**src/rtl/spi_fifo_pkg.sv**
```systemverilog
package spi_fifo_pkg;
  localparam int REG_W  = 32;
  localparam int ADDR_W = 4;

  typedef enum logic [ADDR_W-1:0] {
    A_STATUS = 4'd0,
    A_CFG    = 4'd1,
    A_TXFLG  = 4'd2,
    A_TXEN   = 4'd3,
    A_TXCLR  = 4'd4,
    A_RXFLG  = 4'd5,
    A_RXEN   = 4'd6,
    A_RXCLR  = 4'd7,
    A_TXDAT  = 4'd8,
    A_RXDAT  = 4'd9
  } reg_addr_e;

  // flag word bit positions (shared layout, both directions)
  localparam int B_FULL  = 0;
  localparam int B_EMPTY = 1;
  localparam int B_THR   = 5;
  localparam int B_REL   = 6;

  // configuration word fields
  localparam int THR_W      = 4;
  localparam int RXTHR_LSB  = 0;
  localparam int TXTHR_LSB  = 4;
  localparam int B_RXFLUSH  = 11;
  localparam int B_TXFLUSH  = 12;

  // status word fields
  localparam int LVL_FIELD_W = 5;
  localparam int RXLVL_LSB   = 8;
  localparam int TXLVL_LSB   = 16;

  localparam logic [7:0] TX_FLAG_MASK = 8'h63;
  localparam logic [7:0] RX_FLAG_MASK = 8'h60;
endpackage

```
**src/rtl/spi_fifo_buf.sv**
```systemverilog
module spi_fifo_buf #(
  parameter int DW    = 32,
  parameter int DEPTH = 16,
  localparam int AW   = $clog2(DEPTH),
  localparam int CW   = AW + 1
) (
  input  logic          clk,
  input  logic          rst,
  input  logic          flush,
  input  logic          push,
  input  logic [DW-1:0] push_data,
  input  logic          pop,
  output logic [DW-1:0] pop_data,
  output logic          pop_valid,
  output logic [CW-1:0] count
);
  logic [DW-1:0] mem [DEPTH];
  logic [AW-1:0] wr_ptr, rd_ptr;
  logic          push_ok, pop_ok;

  function automatic logic [AW-1:0] next_ptr(input logic [AW-1:0] p);
    if (p == AW'(DEPTH - 1)) return '0;
    return p + 1'b1;
  endfunction

  assign push_ok = push && !flush && (count != CW'(DEPTH));
  assign pop_ok  = pop  && !flush && (count != '0);

  // storage and read port without reset so a block RAM can be inferred
  always_ff @(posedge clk) begin
    if (push_ok) mem[wr_ptr] <= push_data;
    if (pop_ok)  pop_data    <= mem[rd_ptr];
  end

  always_ff @(posedge clk) begin
    if (rst || flush) begin
      wr_ptr <= '0;
      rd_ptr <= '0;
      count  <= '0;
    end else begin
      if (push_ok) wr_ptr <= next_ptr(wr_ptr);
      if (pop_ok)  rd_ptr <= next_ptr(rd_ptr);
      case ({push_ok, pop_ok})
        2'b10:   count <= count + 1'b1;
        2'b01:   count <= count - 1'b1;
        default: count <= count;
      endcase
    end
  end

  always_ff @(posedge clk) begin
    if (rst) pop_valid <= 1'b0;
    else     pop_valid <= pop_ok;
  end
endmodule

```
**src/rtl/spi_fifo_irq.sv**
```systemverilog
module spi_fifo_irq
  import spi_fifo_pkg::*;
#(
  parameter logic [7:0] MASK = 8'h63
) (
  input  logic       clk,
  input  logic       rst,
  input  logic [7:0] live,
  input  logic       rel_evt,
  input  logic       en_we,
  input  logic       clr_we,
  input  logic [7:0] wdata,
  output logic [7:0] flags,
  output logic [7:0] en,
  output logic       irq
);
  logic rel_q;

  always_ff @(posedge clk) begin
    if (rst)                         rel_q <= 1'b0;
    else if (rel_evt)                rel_q <= 1'b1;
    else if (clr_we && wdata[B_REL]) rel_q <= 1'b0;
  end

  always_comb begin
    flags        = live & MASK;
    flags[B_REL] = rel_q & MASK[B_REL];
  end

  always_ff @(posedge clk) begin
    if (rst)        en <= '0;
    else if (en_we) en <= wdata & MASK;
  end

  always_ff @(posedge clk) begin
    if (rst) irq <= 1'b0;
    else     irq <= |(flags & en);
  end
endmodule

```
**src/rtl/spi_fifo_pair.sv**
```systemverilog
module spi_fifo_pair
  import spi_fifo_pkg::*;
#(
  parameter int DW    = 32,
  parameter int DEPTH = 16
) (
  input  logic              clk,
  input  logic              rst,
  input  logic              reg_we,
  input  logic              reg_re,
  input  logic [ADDR_W-1:0] reg_addr,
  input  logic [REG_W-1:0]  reg_wdata,
  output logic [REG_W-1:0]  reg_rdata,
  input  logic              eng_tx_pop,
  output logic [DW-1:0]     eng_tx_data,
  output logic              eng_tx_valid,
  input  logic              eng_rx_push,
  input  logic [DW-1:0]     eng_rx_data,
  input  logic              slave_rel,
  output logic              irq_tx,
  output logic              irq_rx
);
  localparam int CW = $clog2(DEPTH) + 1;

  logic [CW-1:0]    tx_cnt, rx_cnt;
  logic [DW-1:0]    rx_dout;
  logic             rx_pop_valid;
  logic             tx_push, rx_pop, tx_flush, rx_flush;
  logic             cfg_we;
  logic [THR_W-1:0] tx_thr, rx_thr;
  logic [7:0]       tx_live, rx_live, tx_flags, rx_flags, tx_en, rx_en;
  logic [REG_W-1:0] rdata_q;
  logic             fifo_sel_q;

  // register-side decode
  assign cfg_we   = reg_we && (reg_addr == A_CFG);
  assign tx_push  = reg_we && (reg_addr == A_TXDAT);
  assign rx_pop   = reg_re && (reg_addr == A_RXDAT);
  assign tx_flush = cfg_we && reg_wdata[B_TXFLUSH];
  assign rx_flush = cfg_we && reg_wdata[B_RXFLUSH];

  always_ff @(posedge clk) begin
    if (rst) begin
      tx_thr <= '0;
      rx_thr <= '0;
    end else if (cfg_we) begin
      rx_thr <= reg_wdata[RXTHR_LSB +: THR_W];
      tx_thr <= reg_wdata[TXTHR_LSB +: THR_W];
    end
  end

  spi_fifo_buf #(.DW(DW), .DEPTH(DEPTH)) u_txbuf (
    .clk(clk), .rst(rst), .flush(tx_flush),
    .push(tx_push), .push_data(reg_wdata[DW-1:0]),
    .pop(eng_tx_pop), .pop_data(eng_tx_data), .pop_valid(eng_tx_valid),
    .count(tx_cnt)
  );

  spi_fifo_buf #(.DW(DW), .DEPTH(DEPTH)) u_rxbuf (
    .clk(clk), .rst(rst), .flush(rx_flush),
    .push(eng_rx_push), .push_data(eng_rx_data),
    .pop(rx_pop), .pop_data(rx_dout), .pop_valid(rx_pop_valid),
    .count(rx_cnt)
  );

  // live flag sources from the counts
  always_comb begin
    tx_live          = '0;
    tx_live[B_FULL]  = (tx_cnt == CW'(DEPTH));
    tx_live[B_EMPTY] = (tx_cnt == '0);
    tx_live[B_THR]   = (int'(tx_cnt) <= int'(tx_thr));
    rx_live          = '0;
    rx_live[B_THR]   = (int'(rx_cnt) > int'(rx_thr));
  end

  spi_fifo_irq #(.MASK(TX_FLAG_MASK)) u_txirq (
    .clk(clk), .rst(rst), .live(tx_live), .rel_evt(slave_rel),
    .en_we(reg_we && (reg_addr == A_TXEN)),
    .clr_we(reg_we && (reg_addr == A_TXCLR)),
    .wdata(reg_wdata[7:0]), .flags(tx_flags), .en(tx_en), .irq(irq_tx)
  );

  spi_fifo_irq #(.MASK(RX_FLAG_MASK)) u_rxirq (
    .clk(clk), .rst(rst), .live(rx_live), .rel_evt(slave_rel),
    .en_we(reg_we && (reg_addr == A_RXEN)),
    .clr_we(reg_we && (reg_addr == A_RXCLR)),
    .wdata(reg_wdata[7:0]), .flags(rx_flags), .en(rx_en), .irq(irq_rx)
  );

  // registered read path; the receive word comes from the buffer read port
  always_ff @(posedge clk) begin
    if (rst) begin
      rdata_q    <= '0;
      fifo_sel_q <= 1'b0;
    end else begin
      fifo_sel_q <= rx_pop && (rx_cnt != '0);
      if (reg_re) begin
        rdata_q <= '0;
        case (reg_addr)
          A_STATUS: begin
            rdata_q[RXLVL_LSB +: LVL_FIELD_W] <= LVL_FIELD_W'(rx_cnt);
            rdata_q[TXLVL_LSB +: LVL_FIELD_W] <= LVL_FIELD_W'(tx_cnt);
          end
          A_CFG: begin
            rdata_q[RXTHR_LSB +: THR_W] <= rx_thr;
            rdata_q[TXTHR_LSB +: THR_W] <= tx_thr;
          end
          A_TXFLG: rdata_q[7:0] <= tx_flags;
          A_TXEN:  rdata_q[7:0] <= tx_en;
          A_RXFLG: rdata_q[7:0] <= rx_flags;
          A_RXEN:  rdata_q[7:0] <= rx_en;
          default: rdata_q <= '0;
        endcase
      end
    end
  end

  assign reg_rdata = (fifo_sel_q && rx_pop_valid) ? REG_W'(rx_dout) : rdata_q;
endmodule

```
**config.mk**
```make
export PLATFORM = sky130hd
export DESIGN_NAME = spi_fifo_pair
export DESIGN_NICKNAME = d
export VERILOG_FILES = /design/src/rtl/spi_fifo_pkg.sv /design/src/rtl/spi_fifo_buf.sv /design/src/rtl/spi_fifo_irq.sv /design/src/rtl/spi_fifo_pair.sv
export SDC_FILE = /design/constraint.sdc
export NUM_CORES = 1
export LEC_CHECK = 0
export ABC_AREA = 1
export BUFFER_PORTS_ARGS = -buffer_cell sky130_fd_sc_hd__buf_2
export CAP_MARGIN = 20
export CELL_PAD_IN_SITES_DETAIL_PLACEMENT = 1
export CELL_PAD_IN_SITES_GLOBAL_PLACEMENT = 1
export CORE_MARGIN = 2
export CORE_UTILIZATION = 40
export CTS_CLUSTER_SIZE = 28
export DETAILED_ROUTE_END_ITERATION = 8
export PLACE_DENSITY_LB_ADDON = 0.08
export SYNTH_ARGS = -nofsm -noshare
export SYNTH_HDL_FRONTEND = slang
export SYNTH_SLANG_ARGS = --single-unit
```
**constraint.sdc**
```tcl
create_clock -name clk -period 5.4 [get_ports clk]
set_input_delay 0.54 -clock clk [delete_from_list [all_inputs] [get_ports clk]]
set_output_delay 0.54 -clock clk [all_outputs]
set_load 0.02 [all_outputs]
```
; ---- Word level (Yosys, flattened, before mapping)
; Memories as Yosys holds them, arrays and structs flattened. A register that Yosys moved wholly into a read port is not among the register bits.
; Cells that the tools add are included.
[word_totals]
ff_bits = 65
latchBits = 0
ram_bits = 1024
romBits = 0
inputBits = 75
out_inout_bits = 67
word_cells = 121
memories = 2
[mem_list]
columns = name, words, width, read_ports, rd_clocked_by_memory_dff, write_ports, line
row1 = u_rxbuf.mem, 16, 32, 1, 1, 1, spi_fifo_buf.sv:17  ; logic [DW-1:0] mem [DEPTH];
row2 = u_txbuf.mem, 16, 32, 1, 1, 1, spi_fifo_buf.sv:17
[op_classes]
n_addsub = 8
n_mul = 0
n_div = 0
order_cmp = 2
eq_ne = 20
shifts = 0
n_mux = 34
bitwise = 2
reduce_logical = 35
[ops]
columns = cell, count
row1 = case mux 8 bit (5 select lines), 1
row2 = two-way mux 32 bit, 1
row3 = two-way mux 4 bit, 8
row4 = "equality test 4 bit, second input constant", 6
row5 = logical AND 1 bit, 21
row6 = two-way mux 1 bit, 20
row7 = case mux 5 bit (2 select lines), 2
row8 = "adder 4 x 1 -> 4 bit, second input constant", 4
row9 = "equality test 4 x 3 -> 1 bit, second input constant", 4
row10 = OR reduction 8 bit, 2
row11 = AND 7 bit, 2
row12 = "adder 5 x 1 -> 5 bit, second input constant", 2
row13 = two-way mux 5 bit, 2
row14 = "!= test 5 bit, second input constant", 2
row15 = nonzero test 5 bit, 2
row16 = "subtractor 5 x 1 -> 5 bit, second input constant", 2
row17 = "equality test 4 x 2 -> 1 bit, second input constant", 2
row18 = nonzero test 2 bit, 4
row19 = "equality test 5 bit, second input constant", 1
row20 = greater-than comparator 5 x 4 -> 1 bit, 1
row21 = less-or-equal comparator 5 x 4 -> 1 bit, 1
row22 = zero test 5 bit, 1
row23 = "equality test 2 x 1 -> 1 bit, second input constant", 2
row24 = "equality test 2 bit, second input constant", 2
row25 = 4 further kinds, 6

; ---- Longest topological paths before layout
[logic_depth]
word_depth = 9
mapped_depth = 18
mapped_depth_nobuf = 17

; ---- Cells and area by module
; From an unflattened synthesis, not the netlist that was laid out.
[hier_totals]
cells_unflattened = 4871
hier_area_um2 = 49979.2
[modules_own_cells]
columns = module, n_inst, cells_per_inst, area_per_inst_um2, seq_area_each_um2
row1 = spi_fifo_buf, 2, 2239, 23686.5, 16615.9
row2 = spi_fifo_pair, 1, 317, 2049.5, 540.5
row3 = spi_fifo_irq (u_txirq), 1, 43, 310.3, 120.1
row4 = spi_fifo_irq (u_rxirq), 1, 33, 246.5, 80.1

; ---- Least setup slack after synthesis
; No wires, ideal clock.
[synth_path]
kind = input-to-reg
from = input port reg_we
to = register u_txbuf.count[4]
setup_ns = 0.119
t_arrival_ns = 4.004
t_required_ns = 5.281
slack_ns = 1.277
path_stages = 14
path_buffers = 1
path_cell_list = buf_4 > inv_1 > nor2_4 > a21oi_1 > ha_1 > xor2_1 > ha_1 > or2_2 > nand3_1 > nand2_1 > nand2_1 > nand2_1 > nand2_1 > a21oi_1
[synth_via]
elab_chain_len = 7
elab_cells_between_ends = 13
classes_between = eq/ne: 2 / mux: 1 / reduce/logical: 10
[synth_lines]
columns = element, line
row1 = start: declaration, spi_fifo_pair.sv:9  ; input logic reg_we,
row2 = logical AND 1 bit *, spi_fifo_pair.sv:36  ; assign cfg_we = reg_we && (reg_addr == A_CFG);
row3 = logical AND 1 bit *, spi_fifo_pair.sv:39  ; assign tx_flush = cfg_we && reg_wdata[B_TXFLUSH];
row4 = zero test 1 bit *, spi_fifo_buf.sv:27  ; assign pop_ok = pop && !flush && (count != '0);
row5 = logical AND 1 bit * (2 in a row), spi_fifo_buf.sv:27
row6 = net u_txbuf.pop_ok, spi_fifo_buf.sv:19  ; logic push_ok, pop_ok;
row7 = equality test 2 x 1 -> 1 bit or equality test 2 bit (tied branches), spi_fifo_buf.sv:43  ; case ({push_ok, pop_ok})
row8 = case mux 5 bit (2 select lines) or nonzero test 2 bit (tied branches), -
row9 = end signal: assignment, spi_fifo_buf.sv:44  ; 2'b10: count <= count + 1'b1;
row10 = end signal: assignment, spi_fifo_buf.sv:45  ; 2'b01: count <= count - 1'b1;
row11 = end signal: assignment, spi_fifo_buf.sv:46  ; default: count <= count;
row12 = end: declaration, spi_fifo_buf.sv:15  ; output logic [CW-1:0] count
; Mark *: on every way through the listed nets, which the timed path passes. The rest lies on a longest branch.
; A chain may end at the register's enable or synchronous reset.

; ---- Final worst setup path
[layout_path]
from = register u_txbuf.count[1]
to = register u_txbuf.count[4]
[layout_via]
elab_chain_len = 4
elab_cells_between_ends = 10
classes_between = add/sub: 2 / eq/ne: 3 / mux: 1 / reduce/logical: 4
[layout_lines]
columns = element, line
row1 = nonzero test 5 bit *, spi_fifo_buf.sv:27
row2 = logical AND 1 bit *, spi_fifo_buf.sv:27
row3 = net u_txbuf.pop_ok, spi_fifo_buf.sv:19
row4 = equality test 2 x 1 -> 1 bit or equality test 2 bit (tied branches), spi_fifo_buf.sv:43
row5 = case mux 5 bit (2 select lines) or nonzero test 2 bit (tied branches), -
; Marks and branches as above.

==> metrics.cfg <==
[clocking]
cts.sink_count=1153
cts_setup_buffers=0
clockBufferDepth=3
cts_resized=0
cts_max_level=4
cts_tree=done
root_buffer=clkbuf_16
clk_pin_slew_ns=0.06
holdBufCountCts=0
clock_latency_ns=0.73
numCtsBuffers=130

[critical_path]
crit_family=simple AND/OR/NAND/NOR gates
start_kind=flip-flop
critPathMaxStageDelay_ns=0.55
critPathBufInv=2
crit_chain=inv_1, nand4_1, nand2_1, a21oi_4, buf_4, ha_1, xor2_1, ha_1, or2_2, nand3_1, nand2_1, nand2_1, nand2_1, nand2_1, a21oi_1
timing.critical_path.mode_cell=nand2_1
regToRegEndpoint=u_txbuf.count[4]
required_ns=6.00
reg2reg_setup_slack_ns=2.26
rr_worst_depth=15
crit_slowest_cell=buf_4
r2r-start=u_txbuf.count[1]
worstSetupEndpointType=flip-flop
timing_worst_setup_path_type=reg2reg
crit_arrival_ns=3.74
cp_max_fo=36

[place]
dpl.cell_count=4956
gp_congestion=0.836
dp_hpwl_um=74700
pre_cts_slack_ns=1.72
port_buffers=141

[timing]
finalCritPeriodShare=0.582
max_slew_margin=0.270
setup_ws_ns=2.26
finalHoldViolCount=0
worst_pin_slew_ns=1.09
skew_ns=0.0259
slew_violations=0
timing.setup.tns_ns=0
setup_viol=0
rsz0062_at_grt=no
max_freq_ghz=0.318
min_period_ns=3.14

[yosys]
syn-instance-count=3474
synth_seq_cells=1153
synth_cell_types=40
synth_area_um2=45300
yosysWarnings=0
syn-mean-instance-area_um2=13.0
synth-seq-area-share=0.750
syn_nets=3574

[floorplan]
start_util=0.403
io_pins=142
die_h_um=341
die_area_um2=116000
coreArea_um2=112000
die_w_um=341
rows=123

[min_path]
holdCritPathClass=in2reg
hold_depth=3
hold_end=u_txirq.rel_q
min_from=slave_rel

[pwr]
seqPwrFrac=0.479
power-per-cell-area_nw_per_um2=414
p_sw_w=0.00567
p_int_w=0.0158
combPwrFrac=0.129
swShare=0.264
worst_ir_drop_vdd_mv=0.288
clock_power_share=0.392
power_leakage_nw=17.1

[run_status]
outcome=complete, no violations

[detailed_routing]
first_iter_violations=1860
vias=28400
vias_per_cell=5.48
drc=0
ant_nets=0
drtPass1Iterations=5
post_drt_wl_per_cell_um=24.5
drt_wl_total_um=127000

[job]
maxCapViolations=0

[grt]
grt_pass1_vias=30100
grt_usage=0.219
grt_pass1_wl_um=192000
grt_max_degree=184
grt_antenna_before_repair=10
grt_overflow=0

[finish]
layout.nets=3689
drive_above_1_share=0.121
stdcell_count=5184
area_delta_synth_final_pct=14.3

==> per-layer routing <==
metal  wire length (um)  vias up  global-route usage
li1                   -    13000                   -
met1              54100    14700               0.276
met2              64800      488               0.385
met3               4190      214              0.0319
met4               3770       14              0.0786
met5                 99        -                   0
==> Yosys cell counts, drive strengths merged <==
cell type	instances	area (um^2)
a22oi	1	7.51
clkbuf	136	510
and3	1	6.26
o221ai	50	438
o21ai	502	2510
clkinv	3	11.3
o22ai	78	488
edfxtp	1088	32700
a211oi	3	22.5
inv	86	323
nand3b	1	7.51
a41oi	1	8.76
ha	25	313
nor2	725	2730
nand3	131	661
nand2	254	956
buf	82	512
o211ai	81	608
nand4	5	31.3
or2	2	12.5
xor2	8	70.1
dfxtp	65	1300
xnor2	2	17.5
nor3	8	40.0
nor3b	2	15.0
a21oi	51	259
mux2	18	203
o21bai	1	7.51
o32ai	64	561
==> kinds of logic after synthesis <==
logic type | after synthesis | share of synthesized area
xor+xnor | 10 | 0.00193
fa+ha+maj | 25 | 0.00690
buf+inv | 307 | 0.0299
compound gates | 832 | 0.108
mux | 18 | 0.00447
simple gates | 1129 | 0.0985
flops | 1153 | 0.750
==> worst max path at each step <==
stage | startpoint | end | slack [ns] | depth (start not counted)
after floorplan | reg_we | u_txbuf.count[4] | 1.28 | 14
after global placement | reg_re | u_rxbuf.count[4] | 1.79 | 15
after detailed placement | reg_re | u_rxbuf.count[4] | 1.72 | 15
after CTS | u_txbuf.count[1] | u_txbuf.count[4] | 2.19 | 14
after global routing | u_txbuf.count[2] | u_txbuf.count[4] | 2.02 | 14
final | u_txbuf.count[1] | u_txbuf.count[4] | 2.26 | 15
==> final cells by class <==
cell class | instances | area (um^2)
clock buffer | 173 | 3600
multi-input combinational | 2014 | 10200
clock inverter | 52 | 412
tap | 1500 | 1880
inverter | 89 | 345
fill | 11400 | 60600
antenna | 2 | 5.00
timing repair buffer | 201 | 1320
sequential | 1153 | 34000
==> layout by cell type, fill, tap and decap left out, types with 64 or more instances in the layout <==
master,n
o32ai_1,64
clkbuf_16,138
buf_2,141
nand3_1,130
o22ai_1,78
edfxtp_1,1088
inv_1,81
nor2_1,691
nand2_1,252
o21ai_0,466
o211ai_1,81
==> tightest hold or removal path: stages <==
cell and delay, ns:
buf_2 0.09, inv_1 0.07, a21oi_1 0.07
==> flip-flops by register name (all words and copies together) (netlist names), 5 cells and up <==
name	flops
u_rxbuf.count	5
u_rxbuf.mem	512
u_txbuf.count	5
u_txbuf.pop_data	32
u_rxbuf.pop_data	32
rdata_q	18
u_txbuf.mem	512
==> through the flow <==
step | total power (W) | hold WS (ns) | cell area (um^2) | util
3_3_place_gp | 0.0132 | 0.456 | 47600 | 0.424
3_5_place_dp | 0.0133 | 0.462 | 47700 | 0.425
5_1_grt | 0.0223 | 0.103 | 51800 | 0.461
2_1_floorplan | 0.0122 | 0.439 | 45300 | -
4_1_cts | 0.0217 | 0.0437 | 51800 | 0.461
6_report | 0.0214 | 0.0953 | 51800 | 0.461
==> power groups by stage <==
stage,clock [W],combinational (W),sequential [W]
finish,0.00841,0.00276,0.0103
global route,0.00892,0.00310,0.0103
CTS,0.00862,0.00283,0.0103
detailed placement,0,0.00282,0.0105
global placement,0,0.00274,0.0104
floorplan,0,0.00170,0.0105
Note: power is estimated with default switching activity, not from simulation.
